## src/rtl/ret_stack_irq_pkg.sv

```systemverilog
package ret_stack_irq_pkg;

  // Operation applied to the ring in one cycle
  typedef enum logic [1:0] {
    STK_IDLE = 2'd0,
    STK_PUSH = 2'd1,
    STK_POP  = 2'd2
  } stk_op_e;

endpackage

```

## src/rtl/rsi_irq_gate.sv

```systemverilog
module rsi_irq_gate (
  input  logic clk,
  input  logic rst_n,
  input  logic irq_req_i,
  input  logic irq_en_i,
  input  logic full_i,
  input  logic call_i,
  input  logic ret_i,
  output logic ack_o
);

  logic pend_q;
  logic pend_any;

  // A request is live if it was latched earlier or arrives in this cycle
  assign pend_any = pend_q | irq_req_i;

  // Grant only when a level is free and no call or return owns the cycle
  assign ack_o = pend_any & irq_en_i & ~full_i & ~call_i & ~ret_i;

  always_ff @(posedge clk or negedge rst_n) begin
    if (!rst_n) pend_q <= 1'b0;
    else        pend_q <= pend_any & ~ack_o;
  end

  assert_no_ack_when_full_R8: assert property (@(posedge clk) disable iff (!rst_n)
    full_i |-> !ack_o);

  assert_call_wins_R9: assert property (@(posedge clk) disable iff (!rst_n)
    call_i |-> !ack_o);

  assert_pending_held_R8: assert property (@(posedge clk) disable iff (!rst_n)
    (pend_any && !ack_o) |=> pend_q);

  assert_no_ack_disabled_R10: assert property (@(posedge clk) disable iff (!rst_n)
    !irq_en_i |-> !ack_o);

endmodule

```

## src/rtl/rsi_ptr.sv

```systemverilog
module rsi_ptr #(
  parameter int DEPTH = 6,
  localparam int IW = (DEPTH > 1) ? $clog2(DEPTH) : 1,
  localparam int CW = $clog2(DEPTH + 1)
) (
  input  logic                          clk,
  input  logic                          rst_n,
  input  ret_stack_irq_pkg::stk_op_e    op_i,
  output logic [IW-1:0]                 wr_idx_o,
  output logic [IW-1:0]                 top_idx_o,
  output logic                          full_o,
  output logic                          empty_o
);
  import ret_stack_irq_pkg::*;

  localparam logic [IW-1:0] LAST_IDX = IW'(DEPTH - 1);
  localparam logic [CW-1:0] MAX_CNT  = CW'(DEPTH);

  logic [IW-1:0] wr_q;
  logic [CW-1:0] cnt_q;
  logic [IW-1:0] wr_next_up;
  logic [IW-1:0] wr_next_dn;

  assign wr_next_up = (wr_q == LAST_IDX) ? '0 : wr_q + 1'b1;
  assign wr_next_dn = (wr_q == '0) ? LAST_IDX : wr_q - 1'b1;

  assign wr_idx_o  = wr_q;
  assign top_idx_o = wr_next_dn;
  assign full_o    = (cnt_q == MAX_CNT);
  assign empty_o   = (cnt_q == '0);

  always_ff @(posedge clk or negedge rst_n) begin
    if (!rst_n) begin
      wr_q  <= '0;
      cnt_q <= '0;
    end else begin
      unique case (op_i)
        STK_PUSH: begin
          // Ring always advances; the count saturates so the oldest level is overwritten
          wr_q <= wr_next_up;
          if (cnt_q != MAX_CNT) cnt_q <= cnt_q + 1'b1;
        end
        STK_POP: begin
          // Pop from an empty ring leaves everything untouched
          if (cnt_q != '0) begin
            wr_q  <= wr_next_dn;
            cnt_q <= cnt_q - 1'b1;
          end
        end
        default: ;
      endcase
    end
  end

  assert_count_bound_R4: assert property (@(posedge clk) disable iff (!rst_n)
    cnt_q <= MAX_CNT);

  assert_push_grows_R2: assert property (@(posedge clk) disable iff (!rst_n)
    (op_i == STK_PUSH && !full_o) |=> (cnt_q == $past(cnt_q) + 1'b1));

  assert_overflow_stays_full_R5: assert property (@(posedge clk) disable iff (!rst_n)
    (op_i == STK_PUSH && full_o) |=> full_o);

  assert_empty_pop_inert_R6: assert property (@(posedge clk) disable iff (!rst_n)
    (op_i == STK_POP && empty_o) |=> (empty_o && $stable(wr_q)));

  assert_pop_shrinks_R3: assert property (@(posedge clk) disable iff (!rst_n)
    (op_i == STK_POP && !empty_o) |=> (cnt_q == $past(cnt_q) - 1'b1));

endmodule

```

## src/rtl/rsi_storage.sv

```systemverilog
module rsi_storage #(
  parameter int DEPTH = 6,
  parameter int AW    = 12,
  localparam int IW = (DEPTH > 1) ? $clog2(DEPTH) : 1
) (
  input  logic          clk,
  input  logic          rst_n,
  input  logic          we_i,
  input  logic [IW-1:0] wr_idx_i,
  input  logic [AW-1:0] wr_data_i,
  input  logic [IW-1:0] rd_idx_i,
  output logic [AW-1:0] rd_data_o
);

  logic [AW-1:0] slot_q [DEPTH];

  for (genvar g = 0; g < DEPTH; g++) begin : g_slot
    always_ff @(posedge clk or negedge rst_n) begin
      if (!rst_n)                                  slot_q[g] <= '0;
      else if (we_i && wr_idx_i == IW'(g))         slot_q[g] <= wr_data_i;
    end
  end

  assign rd_data_o = slot_q[rd_idx_i];

endmodule

```

## src/rtl/ret_stack_irq.sv

```systemverilog
module ret_stack_irq #(
  parameter int DEPTH = 6,
  parameter int AW    = 12
) (
  input  logic          clk,
  input  logic          rst_n,
  input  logic          call_i,
  input  logic          ret_i,
  input  logic          irq_req_i,
  input  logic          irq_en_i,
  input  logic [AW-1:0] push_pc_i,
  output logic [AW-1:0] ret_addr_o,
  output logic          irq_ack_o,
  output logic          full_o,
  output logic          empty_o
);
  import ret_stack_irq_pkg::*;

  localparam int IW = (DEPTH > 1) ? $clog2(DEPTH) : 1;

  stk_op_e       op;
  logic [IW-1:0] wr_idx;
  logic [IW-1:0] top_idx;
  logic          ack;

  // Call outranks interrupt and return; a grant never shares a cycle with a return
  always_comb begin
    if (call_i || ack) op = STK_PUSH;
    else if (ret_i)    op = STK_POP;
    else               op = STK_IDLE;
  end

  rsi_irq_gate u_gate (
    .clk       (clk),
    .rst_n     (rst_n),
    .irq_req_i (irq_req_i),
    .irq_en_i  (irq_en_i),
    .full_i    (full_o),
    .call_i    (call_i),
    .ret_i     (ret_i),
    .ack_o     (ack)
  );

  rsi_ptr #(.DEPTH(DEPTH)) u_ptr (
    .clk       (clk),
    .rst_n     (rst_n),
    .op_i      (op),
    .wr_idx_o  (wr_idx),
    .top_idx_o (top_idx),
    .full_o    (full_o),
    .empty_o   (empty_o)
  );

  rsi_storage #(.DEPTH(DEPTH), .AW(AW)) u_store (
    .clk       (clk),
    .rst_n     (rst_n),
    .we_i      (op == STK_PUSH),
    .wr_idx_i  (wr_idx),
    .wr_data_i (push_pc_i),
    .rd_idx_i  (top_idx),
    .rd_data_o (ret_addr_o)
  );

  assign irq_ack_o = ack;

  assert_push_on_top_R2: assert property (@(posedge clk) disable iff (!rst_n)
    (call_i || irq_ack_o) |=> (ret_addr_o == $past(push_pc_i)));

  assert_call_beats_ret_R11: assert property (@(posedge clk) disable iff (!rst_n)
    (call_i && ret_i) |=> !empty_o);

  assert_flags_exclusive_R4: assert property (@(posedge clk) disable iff (!rst_n)
    !(full_o && empty_o));

endmodule

```

## config.mk

```make
export PLATFORM = sky130hd
export DESIGN_NAME = ret_stack_irq
export DESIGN_NICKNAME = d
export VERILOG_FILES = /design/src/rtl/ret_stack_irq_pkg.sv /design/src/rtl/rsi_irq_gate.sv /design/src/rtl/rsi_ptr.sv /design/src/rtl/rsi_storage.sv /design/src/rtl/ret_stack_irq.sv
export SDC_FILE = /design/constraint.sdc
export NUM_CORES = 1
export LEC_CHECK = 0
export BUFFER_PORTS_ARGS = -buffer_cell sky130_fd_sc_hd__clkbuf_2
export CORE_ASPECT_RATIO = 1.5
export CORE_MARGIN = 2
export CORE_UTILIZATION = 59
export DETAILED_ROUTE_END_ITERATION = 12
export PLACE_DENSITY = 0.81
export SYNTH_ARGS = -nofsm -noshare
export SYNTH_HDL_FRONTEND = slang
export SYNTH_SLANG_ARGS = --single-unit
export TNS_END_PERCENT = 10
```

## constraint.sdc

```tcl
create_clock -name clk -period 3.05 [get_ports clk]
set_input_delay 0.305 -clock clk [delete_from_list [all_inputs] [get_ports clk]]
set_output_delay 0.305 -clock clk [all_outputs]
set_load 0.01 [all_outputs]
```

# Yosys cells after proc, flatten, opt, wreduce, memory -nomap -nowiden
# Index checks and enable logic that the tools add are counted.
# W data, S select, Z words.
# word_totals
ff_bits	79
out_inout_bits	15
# op_classes
addsub	4
n_lt_le_gt_ge	1
eq_ne	11
n_mux	12
bitwise_logic	11
n_reduce_logical	13
# op_table
operator	count
$bmux W12 S3	1
$mux W12	2
$mux W3	5
$pmux W3 S2	2
$eq A3 B3 Y1 const B	3
$add A3 B1 Y3 const B	2
$eq A3 B2 Y1 const B	2
$logic_and A1 B1 Y1	6
$logic_not A3 Y1	2
$sub A3 B1 Y3 const B	2
$and A1 B1 Y1	5
$ge A4 B4 Y1 const B	1
$mux W2	2
$not A1 Y1	4
$not A3 Y4	1
$eq A3 B1 Y1 const B	1
$ne A3 B3 Y1 const B	1
$reduce_and A3 Y1	1
$reduce_bool A3 Y1	1
$eq A2 B1 Y1 const B	1
$eq A2 B2 Y1 const B	1
$ne A2 B1 Y1 const B	1
$ne A2 B2 Y1 const B	1
$reduce_and A2 Y1	1
3 further kinds	3

# Depth between registers and ports, before layout
# Gate-level depths: netlist (run 1).
# depth
ltp_word	10
mapped_depth	9

# By module
# A second synthesis (run 1) with hierarchy kept.
# hier_totals
cells_unflattened	290
area_unflattened_um2	3910.0
# by_module_without_submodules
mod	instances	cells_per_inst	area_per_inst_um2	seq_area_each_um2
rsi_storage	1	229	3320.7	1801.7
rsi_ptr	1	54	516.7	150.1
rsi_irq_gate	1	5	58.8	25.0
ret_stack_irq	1	2	13.8	0.0

# Least setup slack after synthesis (run 1)
# No wires, ideal clock.
# synth_path
path_kind	register to output
startpoint	register u_ptr.wr_q[0], in the netlist u_ptr.wr_idx_o[0]
endpoint	output ret_addr_o[0]
arrival_ns	2.207
required_ns	2.745
setup_slack_ns	0.538
path_stages_with_launch	10
cell_sequence	dfrtp_1 > clkbuf_1 > buf_1 > nor2_1 > ha_1 > nor2b_1 > buf_2 > mux2_2 > a21oi_1 > o21ai_0
# synth_between
elab_chain_cells	6
# synth_rtl
item	line_no	rtl
start, declared	rsi_ptr.sv:19	logic [IW-1:0] wr_q;
start signal, assigned	rsi_ptr.sv:40	wr_q <= wr_next_up;
start signal, assigned	rsi_ptr.sv:46	wr_q <= wr_next_dn;
$sub A3 B1 Y3 or $logic_not A3 Y1 (tied branches)	rsi_ptr.sv:25	assign wr_next_dn = (wr_q == '0) ? LAST_IDX : wr_q - 1'b1;
$mux W3 (*)	rsi_ptr.sv:25	
$not A3 Y4 (implied by the code) (*)	rsi_storage.sv:24	assign rd_data_o = slot_q[rd_idx_i];
$bmux W12 S3 (*)	rsi_storage.sv:24	
$mux W12 (implied by the code) (*) (2 in series)	rsi_storage.sv:24	
end, declared	ret_stack_irq.sv:12	output logic [AW-1:0] ret_addr_o,
# Mark *: on every way between the ends. The rest lies on a longest branch, timed or not. The select of a mux whose other input is x is not followed.

# Final worst setup path (run 1)
# layout_path
startpoint	register u_ptr.wr_q[1], in the netlist u_ptr.wr_idx_o[1]
endpoint	output ret_addr_o[10]
# Same word-level chain as after synthesis.

==> key figures, run 1 <==
Synthesis
  – Top cell type's share of synthesized area: 50.32%
  – Cell types with the largest area share after synthesis: dfrtp_1 (50%), mux2_2 (28%), mux2i_1 (3.3%), o21ai_0 (2.3%), a21oi_1 (2.2%)
  – Most common flop cell mapped by yosys: dfrtp_1
  – Synth area leader: dfrtp_1
  – Post-synthesis simple-gate area fraction: 7.197%
  – Synth cell count leaders: mux2_2 (98), dfrtp_1 (79), nor2_1 (19)
  – Distinct cells, synth: 34
  – Asr flop ratio synth: 100.0%
  – Total of flip-flops plus latches after synthesis: 79
  – Sequential-to-total area share from yosys stat: 50.32%
  – Main combinational cell family by area after synthesis: multiplexers
  – Area share of fa/ha/maj cells after synthesis: 1.465%
  – Synthesized area divided by synthesized cell count: 12.20 um2
  – Number of nets produced by synthesis: 344
  – XOR/XNOR Fraction of Synth Area: 0%
  – Leading cell type by number of instances after synthesis: mux2_2
  – Post-Syn Instances: 322
  – Multiplexer fraction of the synthesized cell area: 31.40%
  – Yosys warning count: 0
  – Post-synthesis compound-gate area fraction: 6.879%
  – Synthesized cell area: 3929 um2
  – Number of enable-type register cells in the synthesized netlist: 0

STA
  – Final-report setup violation count: 0
  – Fmax: 0.3848 GHz
  – Actual slew at the worst max-slew pin: 0.9906 ns
  – Final clock period utilization by the worst path: 85.21%
  – Post-Route Hold Slack: 0.1153 ns
  – Max-slew violations: 0
  – Total count of hold-check failures in the final report: 0
  – Relative max-transition margin: 33.96%
  – Setup clock skew after layout: 0.01250 ns
  – Fin crit period: 2.599 ns
  – Final Worst Setup Slack: 0.4510 ns
  – Setup TNS: 0 ns
  – Setup repair after global routing missed its margin: false

Setup path
  – Buf/Inv on CP: 2
  – Biggest cell delay along the critical path: 0.49 ns
  – R2r setup slk: 0.73 ns
  – Critical path startpoint category: flop
  – WS Path Type: flop to output pin
  – Worst-path cell chain: nor2_1 -> ha_1 -> nor2b_1 -> buf_4 -> mux2_2 -> a21oi_1 -> o21ai_0 -> clkbuf_2
  – CP max stage cell: dfrtp_1
  – Required time of the worst setup path: 2.74 ns
  – Worst Path Max Fanout: 8
  – CP endpoint kind: output pin
  – Cell class contributing the biggest share of worst-path delay: flip-flops
  – Data arrival time of the worst path: 2.29 ns

Die
  – Site row count: 36
  – Area of the core: 6486 um2
  – Die boundary height: 103.9 um
  – Total I/O pin count: 33
  – Die ar.: 7341 um2
  – Initial Util: 60.57%
  – Width of the die: 70.63 um

Routing
  – Per-cell via count in the routed design: 5.972
  – Sum of routed wire length over all layers: 8.010 mm
  – Final antenna-violating net count: 0
  – DRC viols: 0
  – Drt pass-1 iters: 4
  – Routed length per instance: 18.46 um
  – Starting DRT DRC Count: 173
  – Vias: 2592

Place
  – Post-DP HPWL: 5.201 mm
  – Worst slack at placement: 0.7559 ns
  – Global placer's final weighted congestion: 0.8268
  – Cell Area, Placed: 4161 um2
  – Count of buffers from port buffering: 32
  – Cell count after placement: 419

Run status
  – Status: finished clean

Clock tree
  – Clock latency of the later-clocked register in the worst-skew pair: 0.37 ns
  – CTS Root Cell: clkbuf_8
  – TritonCTS clock tree: yes
  – Total setup buffers inserted after CTS: 0
  – Number of H-tree branching levels: 3
  – Maximum clock path buffer count: 2
  – TritonCTS buffer count: 9
  – Cts-stage hold buffer count: 0
  – Clock Pin Slew Worst Setup and Hold Paths: 0.08 ns
  – Post-cts sizing count: 0
  – Clk sinks: 79

Finish
  – Combined area of the multi-input logic cells: 1844 um2
  – Post-route insts no fill: 434
  – Signed area change from the synthesized netlist to the final layout: 10.92%
  – Footprint of the flip-flops and latches: 1977 um2
  – Final Cell Area: 4358 um2
  – Layout Nets: 376
  – Antenna fix cells: 0
  – Layout cells sized above 1: 43.30%
  – Util after Layout: 67.19%
  – Number of fillers in the final layout: 515

Power and ir drop
  – Power after layout: 5.246 mW
  – Static leakage: 1.948 nW
  – PD cells: 1204 nW/um2
  – Maximum VDD drop: 0.7837 mV

Global routing
  – Via count of the first global-routing pass: 2705
  – Antenna violations before repair: 0
  – Overall global routing resource usage: 23.88%
  – Total congestion overflow: 0
  – Wire length of the first global-routing pass: 13.48 mm
  – Maximum number of pins on one net before global-route repair: 80

Job
  – Max_cap viols: 0

Min path
  – Worst hold-check path type: primary input to asynchronous set/reset pin
-- cell type report --
type	instances	area share, %
Sequential cell	79	45.36
Timing Repair Buffer	40	5.111
Clock buffer	11	3.474
Clock inverter	4	1.034
Tap cell	76	2.182
Multi-Input combinational cell	218	42.32
Inverter	6	0.5168
-- routing by layer --
layer  vias to the layer above  global-route usage (%)  share of wire (%)  wire length (um)
met5                         -                       0                  0                 0
met4                         0                   8.895                1.7               136
met3                        14                   6.105                3.5               278
met2                        37                   41.71                 54              4339
met1                      1326                   27.98                 41              3256
li1                       1215                       -                  -                 -
-- state kept, by name, summed over array words and instances (netlist names) --
name	flops
u_store.slot_q	72
u_ptr.cnt_q	3
u_ptr.wr_idx_o	3
u_gate.pend_q	1
-- logic make-up after synthesis --
logic type / count (synthesis)
multiplexers: 111
flip-flops: 79
AO/OA/AOI/OAI: 45
adder cells (fa/ha/maj): 4
buffers and inverters: 25
AND/OR/NAND/NOR: 58
-- worst register-to-register path: stages (launching register included) --
cell     delay, ns
dfrtp_1       0.47
and3b_1       0.27
o31ai_4       0.35
nand4_1       0.46
buf_4         0.36
mux2_2        0.29
-- placed cells by master (no fill, tap or decap), drive strengths merged, types with 2 or more instances in the layout --
cell | Yosys | routed
mux2 | 98 | 98
dfrtp | 79 | 79
clkbuf | 8 | 42
nor2 | 19 | 19
o21ai | 18 | 18
a21oi | 17 | 17
mux2i | 13 | 13
nand3 | 13 | 13
nand2 | 9 | 9
buf | 11 | 9
inv | 6 | 6
nor2b | 4 | 4
o211ai | 4 | 4
ha | 3 | 3
clkinv | 0 | 3
nor3 | 2 | 2
nand3b | 2 | 2
-- worst paths after layout --
check / start / to / cells after the start
setup / recovery: u_ptr.wr_idx_o[1]$_DFFE_PN0P_ / ret_addr_o[10] / 8
hold / removal: rst_n / u_store.slot_q[55]$_DFFE_PN0P_ / 1
setup reg to reg: u_ptr.cnt_q[2]$_DFFE_PN0P_ / u_store.slot_q[50]$_DFFE_PN0P_ / 5
hold reg to reg: u_store.slot_q[27]$_DFFE_PN0P_ / u_store.slot_q[27]$_DFFE_PN0P_ / 1
max in group asynchronous: rst_n / u_store.slot_q[51]$_DFFE_PN0P_ / 1
min in group clk: irq_req_i / u_gate.pend_q$_DFF_PN0_ / 3
-- report_power, final --
group	total, mW	internal [mW]	switching (mW)
combinational	2.58	1.31	1.27
clock	0.776	0.414	0.363
sequential	1.89	1.58	0.304
total	5.25	3.31	1.94
Power figures use the tool's default switching activity.
==> run 2, diff against run 1 <==
CELL_PAD_IN_SITES_DETAIL_PLACEMENT = 2   (was unset)
CELL_PAD_IN_SITES_GLOBAL_PLACEMENT = 2   (was unset)
CORE_MARGIN = 1.5   (was 2)
CORE_UTILIZATION = 41   (was 59)
==> run 2 against run 1 <==
Against the previous run: die area grew 39%; count of clock-buffer cells in the layout grew 2; utilization decreased by 19 points; via count rose by 3.4%; register-to-register slack lost 0.10 ns; fmax is 3.2% lower; non-clock buffer count unchanged; cell count increased by 8.5%; largest cell class unchanged; largest power group unchanged.
==> key figures, run 2 (synthesis results as in run 1) <==
Setup path
  – Data arrival time of the worst path: 2.38 ns (+0.09 ns)
  – Worst Path Max Fanout: 35 (+27)
  – Critical path's most frequent cell: buf_4
  – Destination of the worst register-to-register timing path: u_store.slot_q[52]$_DFFE_PN0P_
  – WS Path Type: flop to output pin
  – Biggest cell delay along the critical path: 0.45 ns (-0.04 ns)
  – Launching point of the worst reg2reg path: u_ptr.cnt_q[2]$_DFFE_PN0P_
  – Length in cells of the worst reg-to-reg path: 5 (unchanged)
  – Required time of the worst setup path: 2.74 ns (about the same)
  – Worst-path cell chain: buf_4 -> nor2b_1 -> buf_4 -> mux2_2 -> a21oi_1 -> o21ai_0 -> clkbuf_2
  – CP endpoint kind: output pin
  – Launching instance or port of the critical path: u_ptr.wr_idx_o[0]$_DFFE_PN0P_
  – CP max stage cell: buf_4
  – Critical path startpoint category: flop
  – R2r setup slk: 0.63 ns (-0.10 ns)

STA
  – Setup clock skew after layout: 0.006909 ns (-0.005590 ns)
  – Setup TNS: 0 ns (unchanged)
  – Final-report setup violation count: 0 (unchanged)
  – Fmax: 0.3724 GHz (-3.2%)
  – Max-slew violations: 0 (unchanged)
  – Actual slew at the worst max-slew pin: 1.026 ns (+0.03583 ns)
  – Total count of hold-check failures in the final report: 0 (unchanged)
  – Final clock period utilization by the worst path: 88.04% (+2.8 points)
  – Relative max-transition margin: 31.57% (-2.4 points)
  – Fin crit period: 2.685 ns (+0.08638 ns)
  – Setup repair after global routing missed its margin: false

Clock tree
  – TritonCTS buffer count: 9 (unchanged)
  – Post-cts sizing count: 0 (unchanged)
  – Maximum clock path buffer count: 2 (unchanged)
  – Number of H-tree branching levels: 3 (unchanged)
  – Clk sinks: 79 (unchanged)
  – TritonCTS clock tree: yes
  – Clock Pin Slew Worst Setup and Hold Paths: 0.06 ns (-0.02 ns)
  – Total setup buffers inserted after CTS: 0 (unchanged)
  – Cts-stage hold buffer count: 0 (unchanged)
  – CTS Root Cell: clkbuf_16
  – Clock latency of the later-clocked register in the worst-skew pair: 0.34 ns (-0.03 ns)

Finish
  – Number of fillers in the final layout: 945 (+83%)
  – Layout Nets: 376 (unchanged)
  – Layout cells sized above 1: 42.34% (-0.96 points)
  – Signed area change from the synthesized netlist to the final layout: 14.30%
  – Combined area of the multi-input logic cells: 1844 um2 (unchanged)
  – Antenna fix cells: 0 (unchanged)
  – Most frequent cells in the layout: mux2_2 (98), dfrtp_1 (79), clkbuf_2 (31)
  – Most common cell after layout, fill and taps aside: mux2_2
  – Footprint of the flip-flops and latches: 1977 um2 (unchanged)
  – Largest Register: u_store.slot_q
  – Largest register FFs: 72 (unchanged)

Power and ir drop
  – Internal power consumption: 3.533 mW (+6.9%)
  – Static leakage: 1.982 nW (+1.7%)
  – Logic pwr share: 47.7% (-1.6 points)
  – Switching power as a share of total power: 37.62% (+0.63 points)
  – Share of total power in sequential cells: 33.8% (-2.1 points)
  – PD cells: 1261 nW/um2 (+4.8%)
  – Maximum VDD drop: 0.6529 mV (-17%)
  – Power after layout: 5.664 mW (+8.0%)
  – Clock power share: 18.4% (+3.6 points)
  – Switching pwr: 2.131 mW (+9.8%)

Die
  – Die ar.: 10190 um2 (+39%)
  – Die boundary height: 122.9 um (+18%)
  – Total I/O pin count: 33 (unchanged)
  – Width of the die: 82.93 um (+17%)
  – Site row count: 43 (+19%)
  – Area of the core: 9308 um2 (+43%)
  – Initial Util: 42.21% (-18 points)

Place
  – Global placer's final weighted congestion: 0.8271 (about the same)
  – Post-DP HPWL: 6.430 mm (+24%)
  – Count of buffers from port buffering: 32 (unchanged)

Routing
  – Final antenna-violating net count: 0 (unchanged)
  – Starting DRT DRC Count: 74 (-57%)
  – Sum of routed wire length over all layers: 10.13 mm (+26%)
  – Per-cell via count in the routed design: 5.692 (-4.7%)
  – Drt pass-1 iters: 4 (unchanged)
  – DRC viols: 0 (unchanged)
  – Routed length per instance: 21.51 um (+17%)
  – Vias: 2681 (+3.4%)

Job
  – Max_cap viols: 0 (unchanged)

Global routing
  – Via count of the first global-routing pass: 2958 (+9.4%)
  – Total congestion overflow: 0 (unchanged)
  – Wire length of the first global-routing pass: 16.57 mm (+23%)
  – Antenna violations before repair: 0 (unchanged)
  – Overall global routing resource usage: 21.27% (-2.6 points)
  – Maximum number of pins on one net before global-route repair: 80 (unchanged)

Min path
  – Worst hold-check path type: primary input to asynchronous set/reset pin

Run status
  – Status: finished clean
run 2: how the worst max path moves through the flow:
stage / end / slack, ns / cells past startpoint
2_1_floorplan: ret_addr_o[0] / 0.54 / 9
3_3_place_gp: u_ptr.cnt_q[1]$_DFFE_PN0P_ / 0.81 / 6
3_5_place_dp: u_store.slot_q[52]$_DFFE_PN0P_ / 0.69 / 5
4_1_cts: ret_addr_o[7] / 0.33 / 7
5_1_grt: ret_addr_o[10] / 0.17 / 7
6_report: ret_addr_o[7] / 0.36 / 7
run 2: area by class of cell:
type / count / share of cell area (%)
Clock inverter: 3 / 0.9752
Inverter: 6 / 0.5015
Multi-Input combinational cell: 218 / 41.07
Tap cell: 112 / 3.121
Clock buffer: 13 / 5.350
Timing Repair Buffer: 40 / 4.960
Sequential cell: 79 / 44.02
run 2: worst max-delay path, delay by kind of cell (launching register included):
family	cells	cell delay, ns
buffers and inverters	3	0.83
and+or+nand+nor	1	0.26
muxes	1	0.36
AOI/OAI and AO/OA	2	0.24
DFF	1	0.35
run 2: per-stage QoR:
step	area (um2)	util [%]	hold slack, ns	worst slack [ns]	std cells
3_3_place_gp	4207	45.19	0.4818	0.8068	455
6_report	4491	48.25	0.1267	0.3647	471
3_5_place_dp	4207	45.19	0.4906	0.6853	455
2_1_floorplan	3929	-	0.009409	0.5379	322
5_1_grt	4491	48.25	0.2182	0.1673	471
4_1_cts	4491	48.25	0.1827	0.3250	471
run 2: power by group through the flow:
stage	combinational [mW]	clock [mW]	sequential (mW)
after floorplan	1.96	0	1.78
after global placement	2.58	0	1.86
after detailed placement	2.69	0	1.91
after CTS	2.76	1.07	1.91
after global routing	2.98	1.10	1.98
final	2.70	1.04	1.91
run 2: per-layer routing:
layer	share of wire (%)	vias up	track usage [%]
met2	55	34	38.47
met4	1.8	0	7.604
li1	-	1218	-
met3	2.0	14	3.805
met1	41	1415	25.47
met5	0	-	0
==> run 3, diff against run 2 <==
REMOVE_ABC_BUFFERS = 1   (was unset)
==> run 3 against run 2 <==
Against the previous run: via count down 1.3%; clock power up 4%; worst hold slack better by 0.00069 ns; final area up 0.39%; clock skew about the same; sequential share of layout area down 0.17 points; sequential cell count unchanged; critical path depth up 1.
==> key figures, run 3 (synthesis results as in run 1) <==
Finish
  – Largest register FFs: 72 (unchanged)
  – Layout Nets: 376 (unchanged)
  – Antenna fix cells: 0 (unchanged)
  – Signed area change from the synthesized netlist to the final layout: 14.75%
  – Layout cells sized above 1: 43.73% (+1.4 points)
  – Final Cell Area: 4508 um2 (+0.39%)
  – Most frequent cells in the layout: mux2_2 (98), dfrtp_1 (79), clkbuf_2 (31)
  – Most common cell after layout, fill and taps aside: mux2_2
  – Largest Register: u_store.slot_q

Die
  – Die boundary height: 122.9 um (unchanged)
  – Initial Util: 42.21% (unchanged)
  – Die ar.: 10190 um2 (unchanged)
  – Width of the die: 82.93 um (unchanged)
  – Area of the core: 9308 um2 (unchanged)
  – Site row count: 43 (unchanged)
  – Total I/O pin count: 33 (unchanged)

STA
  – Total count of hold-check failures in the final report: 0 (unchanged)
  – Setup repair after global routing missed its margin: false
  – Setup clock skew after layout: 0.007215 ns (+0.0003064 ns)
  – Actual slew at the worst max-slew pin: 1.007 ns (-0.01972 ns)
  – Fmax: 0.3580 GHz (-3.9%)
  – Relative max-transition margin: 32.89% (+1.3 points)
  – Final-report setup violation count: 0 (unchanged)
  – Max-slew violations: 0 (unchanged)
  – Final clock period utilization by the worst path: 91.58% (+3.5 points)
  – Fin crit period: 2.793 ns (+0.1080 ns)
  – Setup TNS: 0 ns (unchanged)

Setup path
  – Destination of the worst register-to-register timing path: u_store.slot_q[31]$_DFFE_PN0P_
  – CP endpoint kind: output pin
  – Data arrival time of the worst path: 2.49 ns (+0.11 ns)
  – Launching point of the worst reg2reg path: u_ptr.cnt_q[2]$_DFFE_PN0P_
  – R2r setup slk: 0.76 ns (+0.13 ns)
  – Launching instance or port of the critical path: u_ptr.wr_idx_o[1]$_DFFE_PN0P_
  – Capture point of the worst path: ret_addr_o[4]
  – WS Path Type: flop to output pin
  – Required time of the worst setup path: 2.74 ns (about the same)
  – Critical path startpoint category: flop
  – Length in cells of the worst reg-to-reg path: 4 (-1)
  – Worst Path Max Fanout: 8 (-77%)

Clock tree
  – Clk sinks: 79 (unchanged)
  – Number of H-tree branching levels: 3 (unchanged)
  – Maximum clock path buffer count: 2 (unchanged)
  – Cts-stage hold buffer count: 0 (unchanged)
  – TritonCTS buffer count: 9 (unchanged)
  – TritonCTS clock tree: yes
  – Clock latency of the later-clocked register in the worst-skew pair: 0.34 ns (about the same)
  – Clock Pin Slew Worst Setup and Hold Paths: 0.06 ns (about the same)
  – CTS Root Cell: clkbuf_16

Place
  – Count of buffers from port buffering: 32 (unchanged)
  – Cell Area, Placed: 4207 um2 (unchanged)
  – Global placer's final weighted congestion: 0.7649 (-7.5%)
  – Post-DP HPWL: 6.241 mm (-2.9%)

Routing
  – Sum of routed wire length over all layers: 10.36 mm (+2.3%)
  – Vias: 2646 (-1.3%)
  – Drt pass-1 iters: 4 (unchanged)
  – Per-cell via count in the routed design: 5.618 (-1.3%)
  – Starting DRT DRC Count: 95 (+28%)
  – Routed length per instance: 21.99 um (+2.3%)
  – DRC viols: 0 (unchanged)
  – Final antenna-violating net count: 0 (unchanged)

Run status
  – Status: finished clean

Power and ir drop
  – Maximum VDD drop: 0.6100 mV (-6.6%)
  – Static leakage: 1.989 nW (+0.38%)
  – PD cells: 1270 nW/um2 (+0.71%)

Global routing
  – Overall global routing resource usage: 22.17% (+0.90 points)
  – Maximum number of pins on one net before global-route repair: 80 (unchanged)
  – Wire length of the first global-routing pass: 16.84 mm (+1.6%)
  – Antenna violations before repair: 0 (unchanged)
  – Total congestion overflow: 0 (unchanged)
  – Via count of the first global-routing pass: 3048 (+3.0%)

Min path
  – Worst hold-check path type: primary input to asynchronous set/reset pin

Job
  – Max_cap viols: 0 (unchanged)
==> run 3: cell types whose count changed in the layout (fill, tap and decap cells not counted), sizes merged <==
cell and delta:
clkinvlp +2, clkbuf -3, clkinv +1
==> run 3: worst max-delay path, cell delays in order, from the launching register on <==
cell	delay, ns
dfrtp_1	0.49
nor2_1	0.12
ha_1	0.26
nor2b_2	0.28
buf_4	0.21
mux2_2	0.33
a21oi_1	0.16
o21ai_0	0.12
clkbuf_2	0.17
==> run 3: area by class of cell <==
class	count	area (um2)
timing repair buffer	40	222.7
sequential	79	1977
fill	933	4800
tap	112	140.1
multi-input combinational	218	1847
clock inverter	6	60.06
clock buffer	10	239.0
inverter	6	22.52
==> run 3: repair_timing <==
action,in CTS,in global routing
setup buffers,0,0
gates resized for setup,0,1
setup endpoints to repair,0,2
==> run 3: worst min-delay path by stage <==
stage                                endpoint                            from  slack, ns
3_5_place_dp   u_store.slot_q[36]$_DFFE_PN0P_  u_store.slot_q[36]$_DFFE_PN0P_       0.49
6_report       u_store.slot_q[20]$_DFFE_PN0P_                           rst_n       0.13
4_1_cts        u_store.slot_q[20]$_DFFE_PN0P_                           rst_n       0.18
5_1_grt        u_store.slot_q[20]$_DFFE_PN0P_                           rst_n       0.20
2_1_floorplan         u_gate.pend_q$_DFF_PN0_                           rst_n      0.009
3_3_place_gp   u_store.slot_q[42]$_DFFE_PN0P_  u_store.slot_q[42]$_DFFE_PN0P_       0.48
==> run 3: power breakdown <==
group / total [mW] / internal [mW] / switching (mW) / leakage [nW]
sequential: 1.91 / 1.58 / 0.325 / 0.940
clock: 1.08 / 0.651 / 0.433 / 0.144
combinational: 2.73 / 1.32 / 1.42 / 0.905
==> run 3: metal layers <==
layer | GRT usage [%] | share of wire [%] | up-vias
li1 | - | - | 1219
met1 | 26.23 | 41 | 1370
met2 | 39.43 | 54 | 39
met3 | 4.673 | 2.7 | 18
met4 | 8.958 | 2.5 | 0
met5 | 0 | 0 | -
==> run 3: stage by stage <==
| step | util, % | power [mW] | hold slack, ns | worst slack, ns | std cells |
|---|---|---|---|---|---|
| after floorplan | - | 3.667 | 0.009409 | 0.03118 | 303 |
| after global placement | 45.19 | 4.419 | 0.4824 | 0.6717 | 455 |
| after detailed placement | 45.19 | 4.588 | 0.4917 | 0.5649 | 455 |
| after CTS | 48.41 | 5.805 | 0.1789 | 0.09095 | 471 |
| after global routing | 48.43 | 6.155 | 0.2027 | 0.1381 | 471 |
| final | 48.43 | 5.726 | 0.1274 | 0.2567 | 471 |
